==> src/rtl/cl_pwr_seq.sv <==
module cl_pwr_seq #(
  parameter int DLY_W   = 8,
  parameter int DLY_RST = 4
) (
  input  logic       clk,
  input  logic       rst_n,
  input  logic       reg_we,
  input  logic [1:0] reg_addr,
  input  logic [7:0] reg_wdata,
  output logic [7:0] reg_rdata,
  input  logic [1:0] cl_idle,
  output logic [1:0] bridge_en,
  output logic [1:0] cl_rst_n,
  output logic [1:0] iso_en,
  output logic [1:0] clk_en,
  output logic [1:0] pwr_en,
  output logic [1:0] seq_done,
  output logic [3:0] cl_state,
  output logic       err_flag,
  output logic       busy_flag
);
  localparam logic [1:0] S_OFF = 2'd0, S_ON = 2'd1, S_DN = 2'd2, S_UP = 2'd3;
  localparam logic [2:0] LVL_MAX = 3'd5;

  logic [DLY_W-1:0] dly;
  logic [1:0] dn_req, up_req, err_hit, busy_hit;
  logic cmd, clr;

  assign cmd = reg_we && (reg_addr == 2'd0);
  assign clr = cmd && reg_wdata[7];

  for (genvar i = 0; i < 2; i++) begin : g_cl
    localparam int O = 1 - i;
    logic [1:0] st;
    logic [2:0] lvl;
    logic [DLY_W-1:0] cnt;
    logic done_q, dn_ok, up_ok;

    assign dn_req[i]   = cmd & reg_wdata[2*i] & ~reg_wdata[2*i+1];
    assign up_req[i]   = cmd & reg_wdata[2*i+1] & ~reg_wdata[2*i];
    assign dn_ok       = dn_req[i] && st == S_ON && cl_state[2*O +: 2] == S_ON && !dn_req[O];
    assign up_ok       = up_req[i] && st == S_OFF;
    assign err_hit[i]  = dn_req[i] && st == S_ON && !dn_ok;
    assign busy_hit[i] = (dn_req[i] | up_req[i]) & st[1];

    always_ff @(posedge clk or negedge rst_n) begin
      if (!rst_n) begin
        st     <= S_ON;
        lvl    <= 3'd0;
        cnt    <= '0;
        done_q <= 1'b0;
      end else begin
        done_q <= 1'b0;
        case (st)
          S_ON:  if (dn_ok) begin st <= S_DN; lvl <= 3'd1; cnt <= dly; end
          S_OFF: if (up_ok) begin st <= S_UP; lvl <= 3'd4; cnt <= dly; end
          S_DN:
            if (cnt != '0) cnt <= cnt - 1'b1;
            else if (lvl == LVL_MAX) begin st <= S_OFF; done_q <= 1'b1; end
            else begin lvl <= lvl + 3'd1; cnt <= dly; end
          default:
            if (cnt != '0) cnt <= cnt - 1'b1;
            else if (lvl == 3'd0) begin st <= S_ON; done_q <= 1'b1; end
            else begin lvl <= lvl - 3'd1; cnt <= dly; end
        endcase
      end
    end

    assign cl_state[2*i +: 2] = st;
    assign seq_done[i]  = done_q;
    assign bridge_en[i] = lvl < 3'd1;
    assign cl_rst_n[i]  = lvl < 3'd2;
    assign iso_en[i]    = lvl >= 3'd3;
    assign clk_en[i]    = lvl < 3'd4;
    assign pwr_en[i]    = lvl < 3'd5;
  end

  always_ff @(posedge clk or negedge rst_n) begin
    if (!rst_n) begin
      dly       <= DLY_W'(DLY_RST);
      err_flag  <= 1'b0;
      busy_flag <= 1'b0;
    end else begin
      if (reg_we && reg_addr == 2'd1) dly <= reg_wdata[DLY_W-1:0];
      err_flag  <= (err_flag & ~clr) | (|err_hit);
      busy_flag <= (busy_flag & ~clr) | (|busy_hit);
    end
  end

  always_comb begin
    case (reg_addr)
      2'd1:    reg_rdata = 8'(dly);
      2'd2:    reg_rdata = {busy_flag, err_flag, cl_idle, cl_state};
      default: reg_rdata = 8'h00;
    endcase
  end
endmodule

==> config.mk <==
export PLATFORM = sky130hd
export DESIGN_NAME = cl_pwr_seq
export DESIGN_NICKNAME = d
export VERILOG_FILES = /design/src/rtl/cl_pwr_seq.sv
export SDC_FILE = /design/constraint.sdc
export NUM_CORES = 1
export LEC_CHECK = 0
export ABC_AREA = 1
export BUFFER_PORTS_ARGS = -buffer_cell sky130_fd_sc_hd__buf_2
export CAP_MARGIN = 20
export CORE_AREA = 2 2 103 105
export DETAILED_ROUTE_END_ITERATION = 8
export DIE_AREA = 0 0 105 107
export GPL_TIMING_DRIVEN = 1
export PLACE_DENSITY = 0.55
export SYNTH_ARGS = -nofsm -noshare
export SYNTH_HDL_FRONTEND = slang
export SYNTH_SLANG_ARGS = --single-unit
==> constraint.sdc <==
create_clock -name clk -period 1.83 [get_ports clk]
set_input_delay 0.366 -clock clk [delete_from_list [all_inputs] [get_ports clk]]
set_output_delay 0.366 -clock clk [all_outputs]
set_load 0.05 [all_outputs]
==> impl_metrics.ini, run 1 <==
[die]
chipWidth_um = 105
die-area_um2 = 11200
start_util_pct = 29.2
die-height_um = 107
core_area_um2 = 10100
rows = 37
ios = 41

[cts]
clk_pin_slew_ns = 0.08
ctsHtreeMaxLevel = 2
cts-root-buf = clkbuf_8
clkSinkCount = 38
insertion_delay_ns = 0.29
cts_tree = yes
clock_path_buffers = 2
cts_buffers = 5

[placement]
io_buffers = 40
place_congestion = 0.867
placedCellCount = 598
dpl.hpwl_mm = 5.45

[final_layout]
drive_above_1_share_pct = 32.4
nNetsFinal = 519
n_antenna_cell = 0
final_common_cell = nand2_1
layout_common_cells = 134 x nand2_1, 42 x inv_1, 34 x buf_2
fin_cells = 617
nFillCells = 1080
syn_to_final_growth_pct = 27.8

[synth]
seq_area_frac_synth_pct = 32.4
synthArstFlopShare_pct = 100
syn-instance-count = 419
synth-seq-cells = 38
synth.avg_cell_area_um2 = 7.03
synth_nets = 458
netlist_area_um2 = 2940
yosysUniqueCellTypes = 33
yosysWarnings = 0
synthFlopType = dfrtp_1
synth-edff-count = 0

[sta]
hold_slack_ns = 0.0349
fin_setup_tns_ns = 0
hold_viol = 0
fin_crit_sh_pct = 95.9
setup_viol_count_final = 0
tightest_slew_ns = 0.418
clock_skew_ns = 0.00527
max_slew_margin_pct = 72.1
rsz0062_at_grt = yes
layout_min_cycle_time_ns = 1.76
max_freq_mhz = 570
drv_slew = 0

[route]
wl_mm = 7.43
drtIter0Drc = 121
ant_nets = 0
vias_per_cell = 4.48
drc = 0
firstDrtPassIters = 4
dr_total_vias = 2765
wire_per_inst_um = 12.0

[run]
maxCapViolCount = 0

[global_route]
track_usage_pct = 13.8
grt_pass1_vias = 2661
overflow = 0
gr-usage-met1_pct = 18.4
grt_pass1_wl_mm = 12.6
antenna_found_initial = 0
use_met3_pct = 2.19
met2_usage_pct = 23.1
grt_max_degree = 39
grt-busiest-layer = met2

[critical_path]
crit_top_cell = buf_6
slowest_stage = dfstp_4
max_stage_delay_ns = 0.63
critical_path_arrival_ns = 1.39
end_kind = output port
cp-start-kind = flip-flop
cp_cell_sequence = buf_6, nand2_2, a21oi_2, buf_6
critical_path_class = flip-flop to output port
worstPathRequired_ns = 1.46
critical_path_peak_fanout = 3

[power_and_ir_drop]
fin_total_pwr_mw = 7.33
vdd.ir_drop.worst_mv = 0.846
leakage_nw = 1.87
power_density_nw_per_um2 = 1950

[min_path]
min_path_type = primary input to async pin

[outcome]
status = completed
-- synthesized netlist by cell type, types with 2 or more instances --
| library cell | instances | area share (%) |
|---|---|---|
| xnor2_1 | 4 | 1.2 |
| nand2_2 | 12 | 2.5 |
| nand2_1 | 137 | 17 |
| ha_1 | 24 | 10 |
| nand3_2 | 3 | 1.0 |
| o21ai_0 | 32 | 5.4 |
| or2_0 | 2 | 0.42 |
| o21ai_2 | 3 | 0.89 |
| dfrtp_1 | 35 | 30 |
| o21ai_1 | 2 | 0.34 |
| nor2_1 | 33 | 4.2 |
| nor2_2 | 8 | 1.7 |
| mux2_2 | 2 | 0.76 |
| nor2_4 | 4 | 1.5 |
| dfstp_2 | 3 | 2.7 |
| inv_2 | 6 | 0.76 |
| clkbuf_1 | 2 | 0.26 |
| a21oi_4 | 2 | 1.1 |
| buf_4 | 3 | 0.76 |
| inv_1 | 45 | 5.7 |
| a21oi_1 | 11 | 1.9 |
| nor3_1 | 4 | 0.68 |
| nand3_1 | 32 | 5.4 |
-- final timing paths --
path | cells past startpoint | end | start | slack (ns)
min in group clk | 2 | dly[5] | reg_wdata[5] | 0.30
worst min register to register | 2 | g_cl[0].cnt[1] | g_cl[0].cnt[1] | 0.53
worst min-delay path | 2 | g_cl[1].cnt[6] | rst_n | 0.03
max in group asynchronous | 2 | dly[2] | rst_n | 1.53
worst max register to register | 7 | g_cl[0].cnt[7] | g_cl[1].st[0] | 0.09
worst max-delay path | 4 | reg_rdata[2] | g_cl[1].st[0] | 0.07
-- routing by layer --
layer / part of all wire [%] / vias to the layer above
met2: 47 / 60
met4: 1.3 / 0
met5: 0 / -
li1: - / 1446
met1: 48 / 1249
met3: 3.9 / 10
-- power by group --
group	internal (mW)	switching [mW]
Clock	0.402	0.326
Sequential	1.21	0.325
Combinational	1.76	3.31
Total	3.37	3.96
-- critical path, delay by kind of cell, from the launching register on --
kind	cells	cell delay (ns)
flip-flops	1	0.63
AO/OA/AOI/OAI	1	0.14
AND/OR/NAND/NOR	1	0.05
buffers and inverters	2	0.27
-- kinds of logic after synthesis --
logic type      share of synthesized area [%]
buf+inv                                  8.54
xor+xnor                                 1.19
simple gates                             36.7
compound gates                           10.2
fa+ha+maj                                10.2
mux                                     0.765
flops                                    32.4
-- repair_timing --
| item | 4_1_cts | 5_1_grt |
|---|---|---|
| endpoints found under the setup margin | 11 | 36 |
| hold buffers | 0 | 0 |
| buffers inserted | 4 | 6 |
| gates cloned | 0 | 1 |
| resized for setup | 10 | 42 |
| pin swaps | 1 | 14 |
-- through the flow --
step / util (%) / setup WS, ns / cell area, µm²
2_1_floorplan: - / 0.0204 / 3000
4_1_cts: 35.4 / 0.00517 / 3570
5_1_grt: 37.3 / -0.0289 / 3760
3_5_place_dp: 33.8 / 0.000292 / 3410
3_3_place_gp: 33.8 / 0.0223 / 3410
6_report: 37.3 / 0.0741 / 3760
-- final cells by class --
| cell class | count | area (µm²) | area share, % |
|---|---|---|---|
| clock inverters | 3 | 40.0 | 1.06 |
| repair buffers | 61 | 400 | 10.6 |
| inverters | 51 | 199 | 5.29 |
| multi-input cells | 323 | 1920 | 50.9 |
| well taps | 136 | 170 | 4.52 |
| clock buffers | 5 | 68.8 | 1.83 |
| flip-flops and latches | 38 | 968 | 25.7 |
-- sequential cells by signal, indices dropped and copies added, names as in the netlist --
register     flops
g_cl.cnt        16
g_cl.st          4
dly              8
g_cl.done_q      2
g_cl.lvl         6
err_flag         1
busy_flag        1
Power figures use the tool's default switching activity.
==> inputs of run 2 (changes only) <==
--- a/config.mk
+++ b/config.mk
@@ -12,7 +12,7 @@
 export DETAILED_ROUTE_END_ITERATION = 8
 export DIE_AREA = 0 0 105 107
 export GPL_TIMING_DRIVEN = 1
-export PLACE_DENSITY = 0.55
+export PLACE_DENSITY = 0.53
 export SYNTH_ARGS = -nofsm -noshare
 export SYNTH_HDL_FRONTEND = slang
 export SYNTH_SLANG_ARGS = --single-unit
==> impl_metrics.ini, run 2 (same netlist as run 1, synthesis figures left out) <==
[outcome]
status = completed

[final_layout]
layout_common_cells = 135 x nand2_1, 43 x inv_1, 36 x buf_2
biggestRegsByFlops = g_cl.cnt (16), dly (8), g_cl.lvl (6)
top_register = g_cl.cnt
n_antenna_cell = 0
drive_above_1_share_pct = 31.0
final_common_cell = nand2_1
nNetsFinal = 519
syn_to_final_growth_pct = 28.2
largest_register_ffs = 16
nFillCells = 1110

[sta]
clock_skew_ns = 0.00468
max_freq_mhz = 559
setup_ws_ns = 0.0421
hold_viol = 0
tightest_slew_ns = 0.501
max_slew_margin_pct = 66.6
layout_min_cycle_time_ns = 1.79
rsz0062_at_grt = yes
drv_slew = 0
setup_viol_count_final = 0
fin_crit_sh_pct = 97.7
hold_slack_ns = 0.115

[cts]
cts_buffers = 5
clk_pin_slew_ns = 0.08
insertion_delay_ns = 0.30
clock_path_buffers = 2
cts-root-buf = clkbuf_8
cts_tree = yes
ctsHtreeMaxLevel = 2
clkSinkCount = 38
postCtsHoldBufs = 0

[route]
drc = 0
wl_mm = 7.20
firstDrtPassIters = 4
ant_nets = 0
wire_per_inst_um = 11.7
vias_per_cell = 4.46
dr_total_vias = 2752
drtIter0Drc = 141

[power_and_ir_drop]
power_density_nw_per_um2 = 1990
vdd.ir_drop.worst_mv = 0.956
leakage_nw = 1.87

[placement]
dpl.hpwl_mm = 5.40
pre_cts_ws_ns = -0.0301
place_congestion = 0.866
io_buffers = 40

[die]
core_area_um2 = 10100
start_util_pct = 29.2
ios = 41
rows = 37
die-area_um2 = 11200
chipWidth_um = 105
die-height_um = 107

[critical_path]
critical_path_arrival_ns = 1.42
critical_path_peak_fanout = 3
critical_path_class = flip-flop to output port
worstPathRequired_ns = 1.46
cp-start-kind = flip-flop
end_kind = output port

[global_route]
grt_max_degree = 39
overflow = 0
antenna_found_initial = 0
grt_pass1_vias = 2596
track_usage_pct = 13.3
grt_pass1_wl_mm = 12.2

[min_path]
min_path_type = primary input to async pin

[run]
maxCapViolCount = 0
-- run 2: cell count changes in the layout (fill, tap and decap cells not counted), moves of 2 or more --
| cell | delta |
|---|---|
| clkbuf_4 | -2 |
| nand3_2 | -3 |
| nand3_1 | +3 |
| clkinv_2 | -2 |
| buf_2 | +2 |
| o21ai_0 | -2 |
| ha_2 | -2 |
| o21ai_1 | +2 |
-- run 2: timing repair --
action                                  4_1_cts  5_1_grt
endpoints found under the setup margin       11       30
buffers inserted                              4        7
gates cloned                                  0        1
pin swaps                                     1       11
resized for setup                             9       38
-- run 2: path summary, 6_finish.rpt --
path                               startpoint              to  slack (ns)  cells after the start
worst min register to register         dly[2]          dly[2]        0.53                      2
max in group asynchronous               rst_n   g_cl[1].st[1]        1.34                      2
min in group clk                 reg_wdata[5]          dly[5]        0.30                      2
worst min-delay path                    rst_n  g_cl[0].lvl[1]        0.12                      2
worst max-delay path            g_cl[1].st[0]    reg_rdata[2]        0.04                      4
worst max register to register  g_cl[1].st[0]  g_cl[1].lvl[2]        0.12                      9
-- run 2: area by class of cell --
cell class | instances | area (µm²) | share of cell area, %
Clock buffer | 6 | 82.6 | 2.19
Tap cell | 136 | 170 | 4.51
Clock inverter | 2 | 60.1 | 1.59
Timing Repair Buffer | 61 | 383 | 10.1
Multi-Input combinational cell | 323 | 1910 | 50.7
Inverter | 51 | 199 | 5.27
Sequential cell | 38 | 967 | 25.6
-- run 2: power by group --
part | switching, mW | internal, mW | total, mW
clock | 0.325 | 0.582 | 0.907
combinational | 3.28 | 1.78 | 5.06
sequential | 0.328 | 1.21 | 1.54
total | 3.94 | 3.57 | 7.51
-- run 2: through the flow --
step                cell area [µm²]  total power, mW  cells  TNS [ns]  util [%]
global route                   3770             8.24    617   -0.0285      37.4
CTS                            3590             7.11    609         0      35.6
detailed placement             3390             6.05    597   -0.0710      33.6
global placement               3390             6.00    597         0      33.6
finish                         3770             7.51    617         0      37.4
floorplan                      3000             5.06    419         0         -
-- run 2: per-layer routing --
metal,track usage (%),part of all wire [%],vias up
li1,-,-,1447
met1,18.2,49,1255
met2,21.6,46,43
met3,1.88,3.3,7
met4,4.48,1.7,0
met5,0,0,-
-- run 2: worst max-delay path, stage by stage (launching register included) --
cell,delay [ns]
dfstp_4,0.63
buf_6,0.10
nand2_1,0.06
a21oi_2,0.15
buf_6,0.17
==> inputs of run 3 (changes only) <==
==> config.mk (replaced) <==
export PLATFORM = sky130hd
export DESIGN_NAME = cl_pwr_seq
export DESIGN_NICKNAME = d
export VERILOG_FILES = /design/src/rtl/cl_pwr_seq.sv
export SDC_FILE = /design/constraint.sdc
export NUM_CORES = 1
export LEC_CHECK = 0
export BUFFER_PORTS_ARGS = -buffer_cell sky130_fd_sc_hd__buf_2
export CAP_MARGIN = 20
export CORE_AREA = 2 2 99 101
export CTS_BUF_LIST = sky130_fd_sc_hd__clkbuf_8
export DETAILED_ROUTE_END_ITERATION = 8
export DIE_AREA = 0 0 101 103
export GPL_TIMING_DRIVEN = 1
export PLACE_DENSITY = 0.54
export SYNTH_ARGS = -nofsm -noshare
export SYNTH_HDL_FRONTEND = slang
export SYNTH_SLANG_ARGS = --single-unit
==> impl_metrics.ini, run 3 <==
[die]
rows = 36
start_util_pct = 28.9
die-area_um2 = 10400
core_area_um2 = 9460
ios = 41
die-height_um = 103
chipWidth_um = 101

[route]
firstDrtPassIters = 4
dr_total_vias = 2843
drc = 0
wl_mm = 8.37
drtIter0Drc = 99
vias_per_cell = 5.09
wire_per_inst_um = 15.0
ant_nets = 0

[critical_path]
cp_num_cells = 6
worstPathRequired_ns = 2.02
rr_worst_depth = 6
crit_start = g_cl[1].cnt[1]
reg2reg_to = g_cl[1].cnt[1]
end_kind = flip-flop
max_stage_delay_ns = 0.47
timing.critical_path.to = g_cl[1].cnt[1]
r2r_start = g_cl[1].cnt[1]
r2r_slack_ns = -0.37
critical_path_peak_fanout = 5
cp-start-kind = flip-flop
critical_path_arrival_ns = 2.38
cp_cell_sequence = inv_1, ha_2, or4b_4, or4_4, o22ai_4, mux2_2
crit_family = simple AND/OR/NAND/NOR gates
critical_path_class = flip-flop to flip-flop
slowest_stage = or4_4
path_buf_inv = 1

[placement]
io_buffers = 40
place_congestion = 0.852
place_area_um2 = 3800
pre_cts_ws_ns = -0.433
placedCellCount = 525
dpl.hpwl_mm = 6.05

[global_route]
grt_pass1_vias = 2756
overflow = 0
antenna_found_initial = 0
grt_pass1_wl_mm = 13.7
track_usage_pct = 16.5
grt_max_degree = 19

[synth]
synth_common_cells = 35 x dfrtp_1, 27 x nor2_1, 26 x o21ai_0
netlist_area_um2 = 2730
synth_top_area_cell = dfrtp_1
yosysTopAreaCellShare_pct = 32.0
seq_area_frac_synth_pct = 34.9
syn-instance-count = 304
synth_nets = 343
synth-edff-count = 0
synthArstFlopShare_pct = 100
synth.avg_cell_area_um2 = 8.99
synthFlopType = dfrtp_1
synth.area.top_cells = dfrtp_1 32%, ha_1 11%, o21ai_0 4.8%
yosysUniqueCellTypes = 57
synth-seq-cells = 38
post-synth-top-count-cell = dfrtp_1
yosysWarnings = 0

[outcome]
violations = setup timing
status = finished with violations

[final_layout]
n_antenna_cell = 0
layout_common_cells = 90 x buf_4, 31 x dfrtp_1, 30 x buf_2
biggestRegsByFlops = g_cl.cnt (16), dly (8), g_cl.lvl (6)
syn_to_final_growth_pct = 63.7
drive_above_1_share_pct = 56.2
final_common_cell = buf_4
nNetsFinal = 483
largest_register_ffs = 16
regArea_um2 = 967
multi_input_area_um2 = 2040
final_util_pct = 47.3
fin_area_um2 = 4470
nFillCells = 897
fin_cells = 559
top_register = g_cl.cnt

[cts]
cts-root-buf = clkbuf_8
cts_tree = yes
cts_buffers = 5
clk_pin_slew_ns = 0.09
ctsHtreeMaxLevel = 2
clock_path_buffers = 2
insertion_delay_ns = 0.29
clkSinkCount = 38

[run]
maxCapViolCount = 0

[sta]
hold_viol = 0
hold_slack_ns = 0.0186
rsz0062_at_grt = yes
clock_skew_ns = 0.00752
max_freq_mhz = 455
drv_slew = 0
tightest_slew_ns = 0.480
fin_setup_tns_ns = -7.10
setup_viol_count_final = 27
fin_crit_sh_pct = 120
layout_min_cycle_time_ns = 2.20
max_slew_margin_pct = 68.0
setup_ws_ns = -0.367

[power_and_ir_drop]
vdd.ir_drop.worst_mv = 1.40
power_density_nw_per_um2 = 2010
leakage_nw = 1.99
fin_total_pwr_mw = 9.00

[min_path]
min_path_type = primary input to async pin
[run 3: cell types whose count changed after synthesis, moves of 9 or more]
cell / change
a21oi_1: +13
a22oi_1: +9
inv_1: -20
nand2_1: -129
nand2_2: -12
nand3_1: -26
nor2b_1: +10
nor3_1: +9
[run 3: worst reg2reg max path, stage by stage, from the launching register on]
cell     delay (ns)
dfrtp_1        0.41
inv_1          0.07
ha_2           0.16
or4b_4         0.46
or4_4          0.47
o22ai_4        0.18
mux2_2         0.36
[run 3: repair_timing]
item                                    4_1_cts  5_1_grt
endpoints found under the setup margin       36       36
hold buffers                                  0        0
gates resized for setup                      59       35
pin swaps                                    15       12
gates cloned                                  1        0
setup buffers                                13       13
[run 3: kinds of logic (layout without fill, tap and decap cells)]
family | Yosys count | count (layout) | share of synthesized area, %
buffers and inverters | 37 | 178 | 5.86
flip-flops | 38 | 38 | 34.9
AO/OA/AOI/OAI | 95 | 95 | 22.7
XOR/XNOR | 3 | 3 | 0.961
multiplexers | 15 | 15 | 6.09
AND/OR/NAND/NOR | 92 | 92 | 18.4
adder cells (fa/ha/maj) | 24 | 24 | 11.0
[run 3: per-layer routing]
layer	wire length, µm	global-route usage, %
met2	4330	30.0
met4	169	4.78
met1	3590	20.3
met5	0	0
met3	279	2.31
[run 3: worst min path at each step]
stage / end / start / depth (start not counted)
2_1_floorplan: busy_flag / rst_n / 0
3_3_place_gp: g_cl[1].lvl[1] / rst_n / 1
3_5_place_dp: g_cl[1].lvl[1] / rst_n / 1
4_1_cts: g_cl[1].lvl[1] / rst_n / 1
5_1_grt: g_cl[1].lvl[1] / rst_n / 1
6_report: g_cl[1].lvl[0] / rst_n / 1
[run 3: area by class of cell]
type | count | area share, %
well taps | 114 | 3.19
multi-input cells | 229 | 45.5
inverters | 25 | 2.24
repair buffers | 145 | 25.3
clock inverters | 2 | 0.280
flip-flops and latches | 38 | 21.6
clock buffers | 6 | 1.85
[run 3: report_power, final]
| part | switching [mW] | internal (mW) | leakage, nW | total, mW |
|---|---|---|---|---|
| clock | 0.346 | 0.304 | 0.0472 | 0.650 |
| combinational | 3.56 | 3.22 | 1.49 | 6.78 |
| sequential | 0.337 | 1.24 | 0.455 | 1.57 |
| total | 4.24 | 4.76 | 1.99 | 9.00 |
